--- src/rtl/rs_pkg.sv ---
package rs_pkg;
  localparam int NPORTS = 5;
  localparam int PORTW  = $clog2(NPORTS);
  localparam int TAGW   = 6;
  localparam int SEQW   = 6;

  typedef struct packed {
    logic [PORTW-1:0] port;
    logic [TAGW-1:0]  s0_tag;
    logic             s0_rdy;
    logic [TAGW-1:0]  s1_tag;
    logic             s1_rdy;
    logic [TAGW-1:0]  dst;
    logic [SEQW-1:0]  seq;
  } uop_t;

  // a is younger than b under modular sequence arithmetic
  function automatic logic seq_younger(input logic [SEQW-1:0] a,
                                       input logic [SEQW-1:0] b);
    logic [SEQW-1:0] diff;
    diff = a - b;
    return (diff != '0) && !diff[SEQW-1];
  endfunction
endpackage

--- src/rtl/rs_free_pick.sv ---
module rs_free_pick #(
  parameter int ENTRIES = 16
) (
  input  logic [ENTRIES-1:0] used,
  output logic               any_free,
  output logic [ENTRIES-1:0] pick
);
  always_comb begin
    any_free = 1'b0;
    pick     = '0;
    for (int i = 0; i < ENTRIES; i++) begin
      if (!used[i] && !any_free) begin
        pick[i]  = 1'b1;
        any_free = 1'b1;
      end
    end
  end
endmodule

--- src/rtl/rs_entry.sv ---
module rs_entry
  import rs_pkg::*;
#(
  parameter int AGEW = 4
) (
  input  logic             clk,
  input  logic             rst_n,
  input  logic             load,
  input  uop_t             load_uop,
  input  logic             wb_valid,
  input  logic [TAGW-1:0]  wb_tag,
  input  logic             flush_valid,
  input  logic [SEQW-1:0]  flush_seq,
  input  logic             grant,
  output logic             valid,
  output logic             req,
  output logic             hot,
  output logic [AGEW-1:0]  age,
  output logic [PORTW-1:0] port,
  output logic [TAGW-1:0]  dst
);
  localparam logic [AGEW-1:0] AGE_MAX = '1;

  logic            valid_q, valid_n;
  logic            hot_q, hot_n;
  logic [AGEW-1:0] age_q, age_n;
  uop_t            uop_q, uop_n;
  logic            kill, wake0, wake1, upd_en;

  always_comb begin
    kill    = flush_valid && seq_younger(uop_q.seq, flush_seq);
    req     = valid_q && uop_q.s0_rdy && uop_q.s1_rdy && !kill;
    valid_n = valid_q;
    uop_n   = uop_q;
    age_n   = age_q;
    hot_n   = 1'b0;
    wake0   = 1'b0;
    wake1   = 1'b0;
    if (load) begin
      wake0        = wb_valid && !load_uop.s0_rdy && (wb_tag == load_uop.s0_tag);
      wake1        = wb_valid && !load_uop.s1_rdy && (wb_tag == load_uop.s1_tag);
      uop_n        = load_uop;
      uop_n.s0_rdy = load_uop.s0_rdy | wake0;
      uop_n.s1_rdy = load_uop.s1_rdy | wake1;
      valid_n      = 1'b1;
      age_n        = '0;
      hot_n        = (wake0 | wake1) && uop_n.s0_rdy && uop_n.s1_rdy;
    end else if (valid_q) begin
      if (grant || kill) begin
        valid_n = 1'b0;
      end else begin
        wake0        = wb_valid && !uop_q.s0_rdy && (wb_tag == uop_q.s0_tag);
        wake1        = wb_valid && !uop_q.s1_rdy && (wb_tag == uop_q.s1_tag);
        uop_n.s0_rdy = uop_q.s0_rdy | wake0;
        uop_n.s1_rdy = uop_q.s1_rdy | wake1;
        if (age_q != AGE_MAX) age_n = age_q + 1'b1;
        hot_n        = (wake0 | wake1) && uop_n.s0_rdy && uop_n.s1_rdy;
      end
    end
    upd_en = load | valid_q;
  end

  always_ff @(posedge clk or negedge rst_n) begin
    if (!rst_n) begin
      valid_q <= 1'b0;
      hot_q   <= 1'b0;
      age_q   <= '0;
      uop_q   <= '0;
    end else if (upd_en) begin
      valid_q <= valid_n;
      hot_q   <= hot_n;
      age_q   <= age_n;
      uop_q   <= uop_n;
    end
  end

  assign valid = valid_q;
  assign hot   = hot_q;
  assign age   = age_q;
  assign port  = uop_q.port;
  assign dst   = uop_q.dst;


  grant_when_ready_chk: assert property (@(posedge clk) disable iff (!rst_n)
    grant |-> (valid_q && uop_q.s0_rdy && uop_q.s1_rdy));

  leave_after_issue_chk: assert property (@(posedge clk) disable iff (!rst_n)
    (valid_q && grant) |=> !valid_q);

  flush_removes_chk: assert property (@(posedge clk) disable iff (!rst_n)
    (valid_q && kill) |=> !valid_q);

  wake_src0_chk: assert property (@(posedge clk) disable iff (!rst_n)
    (valid_q && !grant && !kill && wb_valid && !uop_q.s0_rdy && wb_tag == uop_q.s0_tag)
      |=> (valid_q && uop_q.s0_rdy));

  age_saturate_chk: assert property (@(posedge clk) disable iff (!rst_n)
    (valid_q && !load && !grant && !kill && age_q == AGE_MAX) |=> (age_q == AGE_MAX));
endmodule

--- src/rtl/rs_port_pick.sv ---
module rs_port_pick
  import rs_pkg::*;
#(
  parameter int ENTRIES = 16,
  parameter int AGEW    = 4,
  parameter int PORT_ID = 0,
  localparam int IDXW   = (ENTRIES > 1) ? $clog2(ENTRIES) : 1
) (
  input  logic [ENTRIES-1:0]            req,
  input  logic [ENTRIES-1:0][PORTW-1:0] port_of,
  input  logic [ENTRIES-1:0]            hot,
  input  logic [ENTRIES-1:0][AGEW-1:0]  age,
  input  logic                          busy,
  output logic [ENTRIES-1:0]            grant,
  output logic                          any,
  output logic [IDXW-1:0]               idx
);
  logic [AGEW:0] best_key, key;

  always_comb begin
    any      = 1'b0;
    idx      = '0;
    best_key = '0;
    key      = '0;
    grant    = '0;
    for (int i = 0; i < ENTRIES; i++) begin
      key = {hot[i], age[i]};
      if (req[i] && !busy && (port_of[i] == PORTW'(PORT_ID))) begin
        if (!any || (key > best_key)) begin
          any      = 1'b1;
          best_key = key;
          idx      = IDXW'(i);
        end
      end
    end
    if (any) grant[idx] = 1'b1;
  end
endmodule

--- src/rtl/rs_sched.sv ---
module rs_sched
  import rs_pkg::*;
#(
  parameter int ENTRIES = 16,
  parameter int AGEW    = 4
) (
  input  logic                   clk,
  input  logic                   rst_n,
  input  logic                   alloc_valid,
  input  logic [PORTW-1:0]       alloc_port,
  input  logic [TAGW-1:0]        alloc_src0_tag,
  input  logic                   alloc_src0_rdy,
  input  logic [TAGW-1:0]        alloc_src1_tag,
  input  logic                   alloc_src1_rdy,
  input  logic [TAGW-1:0]        alloc_dst,
  input  logic [SEQW-1:0]        alloc_seq,
  output logic                   alloc_ready,
  input  logic                   wb_valid,
  input  logic [TAGW-1:0]        wb_tag,
  input  logic                   flush_valid,
  input  logic [SEQW-1:0]        flush_seq,
  input  logic [NPORTS-1:0]      port_busy,
  output logic [NPORTS-1:0]      issue_valid,
  output logic [NPORTS*TAGW-1:0] issue_dst
);
  localparam int IDXW = (ENTRIES > 1) ? $clog2(ENTRIES) : 1;

  logic [ENTRIES-1:0]              ent_valid, ent_req, ent_hot, ent_grant, load_sel;
  logic [ENTRIES-1:0][PORTW-1:0]   ent_port;
  logic [ENTRIES-1:0][AGEW-1:0]    ent_age;
  logic [ENTRIES-1:0][TAGW-1:0]    ent_dst;
  logic [NPORTS-1:0][ENTRIES-1:0]  port_gnt;
  logic [NPORTS-1:0][IDXW-1:0]     port_idx;
  logic [NPORTS-1:0]               port_any;
  logic                            any_free, alloc_fire;
  uop_t                            new_uop;

  rs_free_pick #(.ENTRIES(ENTRIES)) u_free (
    .used     (ent_valid),
    .any_free (any_free),
    .pick     (load_sel)
  );

  always_comb begin
    alloc_ready    = any_free && !flush_valid;
    alloc_fire     = alloc_valid && alloc_ready;
    new_uop.port   = alloc_port;
    new_uop.s0_tag = alloc_src0_tag;
    new_uop.s0_rdy = alloc_src0_rdy;
    new_uop.s1_tag = alloc_src1_tag;
    new_uop.s1_rdy = alloc_src1_rdy;
    new_uop.dst    = alloc_dst;
    new_uop.seq    = alloc_seq;
  end

  for (genvar i = 0; i < ENTRIES; i++) begin : g_ent
    rs_entry #(.AGEW(AGEW)) u_entry (
      .clk         (clk),
      .rst_n       (rst_n),
      .load        (alloc_fire && load_sel[i]),
      .load_uop    (new_uop),
      .wb_valid    (wb_valid),
      .wb_tag      (wb_tag),
      .flush_valid (flush_valid),
      .flush_seq   (flush_seq),
      .grant       (ent_grant[i]),
      .valid       (ent_valid[i]),
      .req         (ent_req[i]),
      .hot         (ent_hot[i]),
      .age         (ent_age[i]),
      .port        (ent_port[i]),
      .dst         (ent_dst[i])
    );
  end

  for (genvar p = 0; p < NPORTS; p++) begin : g_port
    rs_port_pick #(.ENTRIES(ENTRIES), .AGEW(AGEW), .PORT_ID(p)) u_pick (
      .req     (ent_req),
      .port_of (ent_port),
      .hot     (ent_hot),
      .age     (ent_age),
      .busy    (port_busy[p]),
      .grant   (port_gnt[p]),
      .any     (port_any[p]),
      .idx     (port_idx[p])
    );


    busy_port_quiet_chk: assert property (@(posedge clk) disable iff (!rst_n)
      port_busy[p] |-> !issue_valid[p]);

    single_grant_chk: assert property (@(posedge clk) disable iff (!rst_n)
      $onehot0(port_gnt[p]));
  end

  always_comb begin
    ent_grant = '0;
    for (int p = 0; p < NPORTS; p++) begin
      ent_grant = ent_grant | port_gnt[p];
      issue_valid[p]              = port_any[p];
      issue_dst[p*TAGW +: TAGW]   = ent_dst[port_idx[p]];
    end
  end


  full_refuse_chk: assert property (@(posedge clk) disable iff (!rst_n)
    (&ent_valid) |-> !alloc_ready);

  flush_blocks_alloc_chk: assert property (@(posedge clk) disable iff (!rst_n)
    flush_valid |-> !alloc_fire);
endmodule

--- config.mk ---
export PLATFORM = sky130hd
export DESIGN_NAME = rs_sched
export DESIGN_NICKNAME = d
export VERILOG_FILES = /design/src/rtl/rs_pkg.sv /design/src/rtl/rs_free_pick.sv /design/src/rtl/rs_entry.sv /design/src/rtl/rs_port_pick.sv /design/src/rtl/rs_sched.sv
export SDC_FILE = /design/constraint.sdc
export NUM_CORES = 2
export LEC_CHECK = 0
export ABC_AREA = 1
export BUFFER_PORTS_ARGS = -buffer_cell sky130_fd_sc_hd__buf_2
export CAP_MARGIN = 25
export CORE_MARGIN = 2
export CORE_UTILIZATION = 60
export CTS_BUF_LIST = sky130_fd_sc_hd__clkbuf_16
export DETAILED_ROUTE_END_ITERATION = 12
export PLACE_DENSITY = 0.73
export SLEW_MARGIN = 20
export SYNTH_ARGS = -nofsm -noshare
export SYNTH_HDL_FRONTEND = slang
export SYNTH_SLANG_ARGS = --single-unit
--- constraint.sdc ---
create_clock -name clk -period 38 [get_ports clk]
set_input_delay 3.8 -clock clk [delete_from_list [all_inputs] [get_ports clk]]
set_output_delay 3.8 -clock clk [all_outputs]
set_load 0.05 [all_outputs]
==> results.json <==
{
  "worst_setup_path_start_kind": "primary input",
  "slowest_delay_ns": 0.61,
  "numCtsBuffers": 66,
  "synthAdderAreaFrac": 0.121,
  "clockPowerShare": 0.344,
  "grt_pass1_wl_um": 273000,
  "rsz0062_at_grt": "false",
  "synth_flop_cell": "dfrtp_1",
  "synth_area_mm2": 0.0488,
  "worst-path-max-fanout": 26,
  "firstDrtPassIters": 9,
  "rr_worst_depth": 160,
  "final_cell_area_mm2": 0.0519,
  "reg2reg_setup_slack_ns": 11.14,
  "grt_max_degree": 109,
  "synth.top_cell.area_share": 0.287,
  "p_switching_uw": 726,
  "drive_gt1_frac": 0.0691,
  "wl_per_cell_um": 22.2,
  "synthCells": 7075,
  "io_pins": 87,
  "tightest_slew_ns": 1.18,
  "finalSetupViolCount": 0,
  "clock_latency_ns": 0.64,
  "async_flop_share": 1.00,
  "max_slew_margin": 0.206,
  "internal-power_uw": 1200,
  "max-vdd-ir-drop_v": 0.0000642,
  "core_area_mm2": 0.0805,
  "cp.arrival_ns": 31.09,
  "cts_sinks": 560,
  "maxCapViolations": 0,
  "synth_compound_area_frac": 0.192,
  "cts_buffer_depth": 3,
  "cpMostUsedCell": "nand2_1",
  "synth_xor_area_frac": 0.0239,
  "cp_data_required_time_ns": 34.20,
  "antenna_found_initial": 14,
  "fin_skew_ns": 0.0362,
  "clockRootBuffer": "clkbuf_16",
  "rows": 104,
  "cp-startpoint": "flush_seq[1]",
  "path_buf_inv": 20,
  "final_common_cell": "nand2_1",
  "timing.rr.start": "g_ent[0].u_entry.uop_q[0]",
  "power-per-cell-area_mw_per_mm2": 37.0,
  "cts_hold_buf": 0,
  "switching_share": 0.377,
  "layout.nets": 7496,
  "cts_setup_buffers": 0,
  "worst_hold_slack_ns": 0.486,
  "p_seq_frac": 0.371,
  "place_congestion": 1.03,
  "routed_wl_um": 180000,
  "dpl.hpwl_um": 133000,
  "final_cell_mix": "1831 x nand2_1, 957 x o21ai_0, 777 x inv_1",
  "drc_errors": 0,
  "cpLargestDelayFamily": "simple AND/OR/NAND/NOR gates",
  "synth_top_family_by_area": "simple AND/OR/NAND/NOR gates",
  "cts.clk_slew.worst_paths_ns": 0.05,
  "die_w_um": 289,
  "syn_nets": 7589,
  "drv_slew": 0,
  "final_cell_count_no_fill": 8104,
  "crit_cells": 155,
  "ys_warn_count": 0,
  "fill_cells": 7458,
  "avgSynthCellArea_um2": 6.90,
  "place_inst": 7968,
  "post-route-period-util": 0.918,
  "track_usage": 0.428,
  "synth_seq_area_share": 0.287,
  "synth_edf_count": 0,
  "yosys.area_share.simple": 0.280,
  "die_h_um": 289,
  "initial_core_util": 0.606,
  "port_buffers": 86,
  "hp-class": "reg2reg",
  "r2r_end": "g_ent[12].u_entry.age[3]",
  "ant_nets": 0,
  "fmax_mhz": 28.7,
  "cts_tree": "built",
  "synthMuxAreaShare": 0.00269,
  "fin_crit_ns": 34.89,
  "hold_viol": 0,
  "p_leak_uw": 0.0270,
  "finalSetupTns_ns": 0,
  "cts.htree.levels": 3,
  "p_comb_frac": 0.285,
  "dpl_cell_area_mm2": 0.0495,
  "vias": 49900,
  "grt_pass1_vias": 46500,
  "drt-initial-drc-count": 5303,
  "endpoint": "issue_dst[18]",
  "status": "completed",
  "ys_ff_latch": 560,
  "cpMaxStageDelayCell": "clkinvlp_4",
  "path_class": "in2out",
  "dieArea_mm2": 0.0837,
  "p_total_uw": 1920,
  "end_kind": "output pin",
  "synth_top_area_cell": "dfrtp_1",
  "synth_area_leaders": "dfrtp_1 29%, nand2_1 14%, ha_1 11%",
  "grt_overflow": 0,
  "viasPerCell": 6.15,
  "cts_resized": 0,
  "ys_types": 77,
  "syn_to_final_growth_pct": 6.30
}
kinds of logic after synthesis:
logic type      after synthesis
compound gates             1648
xor+xnor                    133
fa+ha+maj                   463
buf+inv                    1113
flops                       560
mux                          13
simple gates               3145
per-stage QoR:
step                      setup slack (ns)  utilization
after floorplan                       8.16            -
after CTS                             3.18        0.642
after global placement                3.48        0.615
final                                 3.11        0.644
after detailed placement              3.27        0.615
after global routing                 0.205        0.644
synthesized netlist by cell type (all sizes together), types with 12 or more instances:
library cell / instances
o2111ai: 17
mux2i: 12
a21o: 42
or2: 17
fa: 16
nand3: 427
clkbuf: 212
o21bai: 56
clkinv: 14
buf: 95
o21ai: 993
o221ai: 18
inv: 791
dfrtp: 560
nand3b: 20
nor3: 104
nand2: 1941
nor4: 46
xnor2: 45
a2111oi: 21
nand4: 103
a211oi: 31
o2bb2ai: 18
a21oi: 211
o211ai: 12
o22ai: 165
nor2: 474
xor2: 88
a221oi: 29
ha: 447
worst min-delay path, cell delays in order, from the launching register on:
cell,delay (ns)
dfrtp_1,0.34
nand2_1,0.05
o21ai_0,0.06
layer usage:
metal | GRT usage | part of all wire
met1 | 0.544 | 0.39
met2 | 0.655 | 0.43
met3 | 0.100 | 0.11
met4 | 0.273 | 0.073
met5 | 0 | 0.00024
power by group through the flow:
stage               Clock, uW  Sequential [uW]  Combinational (uW)
detailed placement          0              722                 528
floorplan                   0              702                 367
finish                    661              714                 548
global placement            0              720                 517
global route              690              720                 601
CTS                       664              711                 531
registers in the layout (all words and copies together) (netlist names):
name and flops:
g_ent.u_entry.uop_q 320, g_ent.u_entry.dst 96, g_ent.u_entry.age 64, g_ent.u_entry.port 48, g_ent.u_entry.hot 16, g_ent.u_entry.valid 16
worst min path at each step:
stage / depth (start not counted) / startpoint / to / slack [ns]
2_1_floorplan: 2 / g_ent[10].u_entry.uop_q[0] / g_ent[10].u_entry.uop_q[0] / 0.45
3_3_place_gp: 2 / g_ent[7].u_entry.uop_q[0] / g_ent[7].u_entry.uop_q[0] / 0.47
3_5_place_dp: 2 / g_ent[5].u_entry.uop_q[0] / g_ent[5].u_entry.uop_q[0] / 0.47
4_1_cts: 2 / g_ent[5].u_entry.uop_q[0] / g_ent[5].u_entry.uop_q[0] / 0.49
5_1_grt: 2 / g_ent[8].u_entry.uop_q[3] / g_ent[8].u_entry.uop_q[3] / 0.51
6_report: 2 / g_ent[5].u_entry.uop_q[2] / g_ent[5].u_entry.uop_q[2] / 0.49
cell type report:
cell class | count | area [um^2] | area share
Sequential cell | 560 | 14000 | 0.270
Clock buffer | 66 | 1650 | 0.0318
Inverter | 805 | 3030 | 0.0583
Antenna cell | 13 | 32.5 | 0.000627
Clock inverter | 51 | 576 | 0.0111
Tap cell | 1060 | 1330 | 0.0256
Timing Repair Buffer | 147 | 958 | 0.0185
Multi-Input combinational cell | 5402 | 30300 | 0.584
No activity file was read; power rests on OpenSTA's default activity.
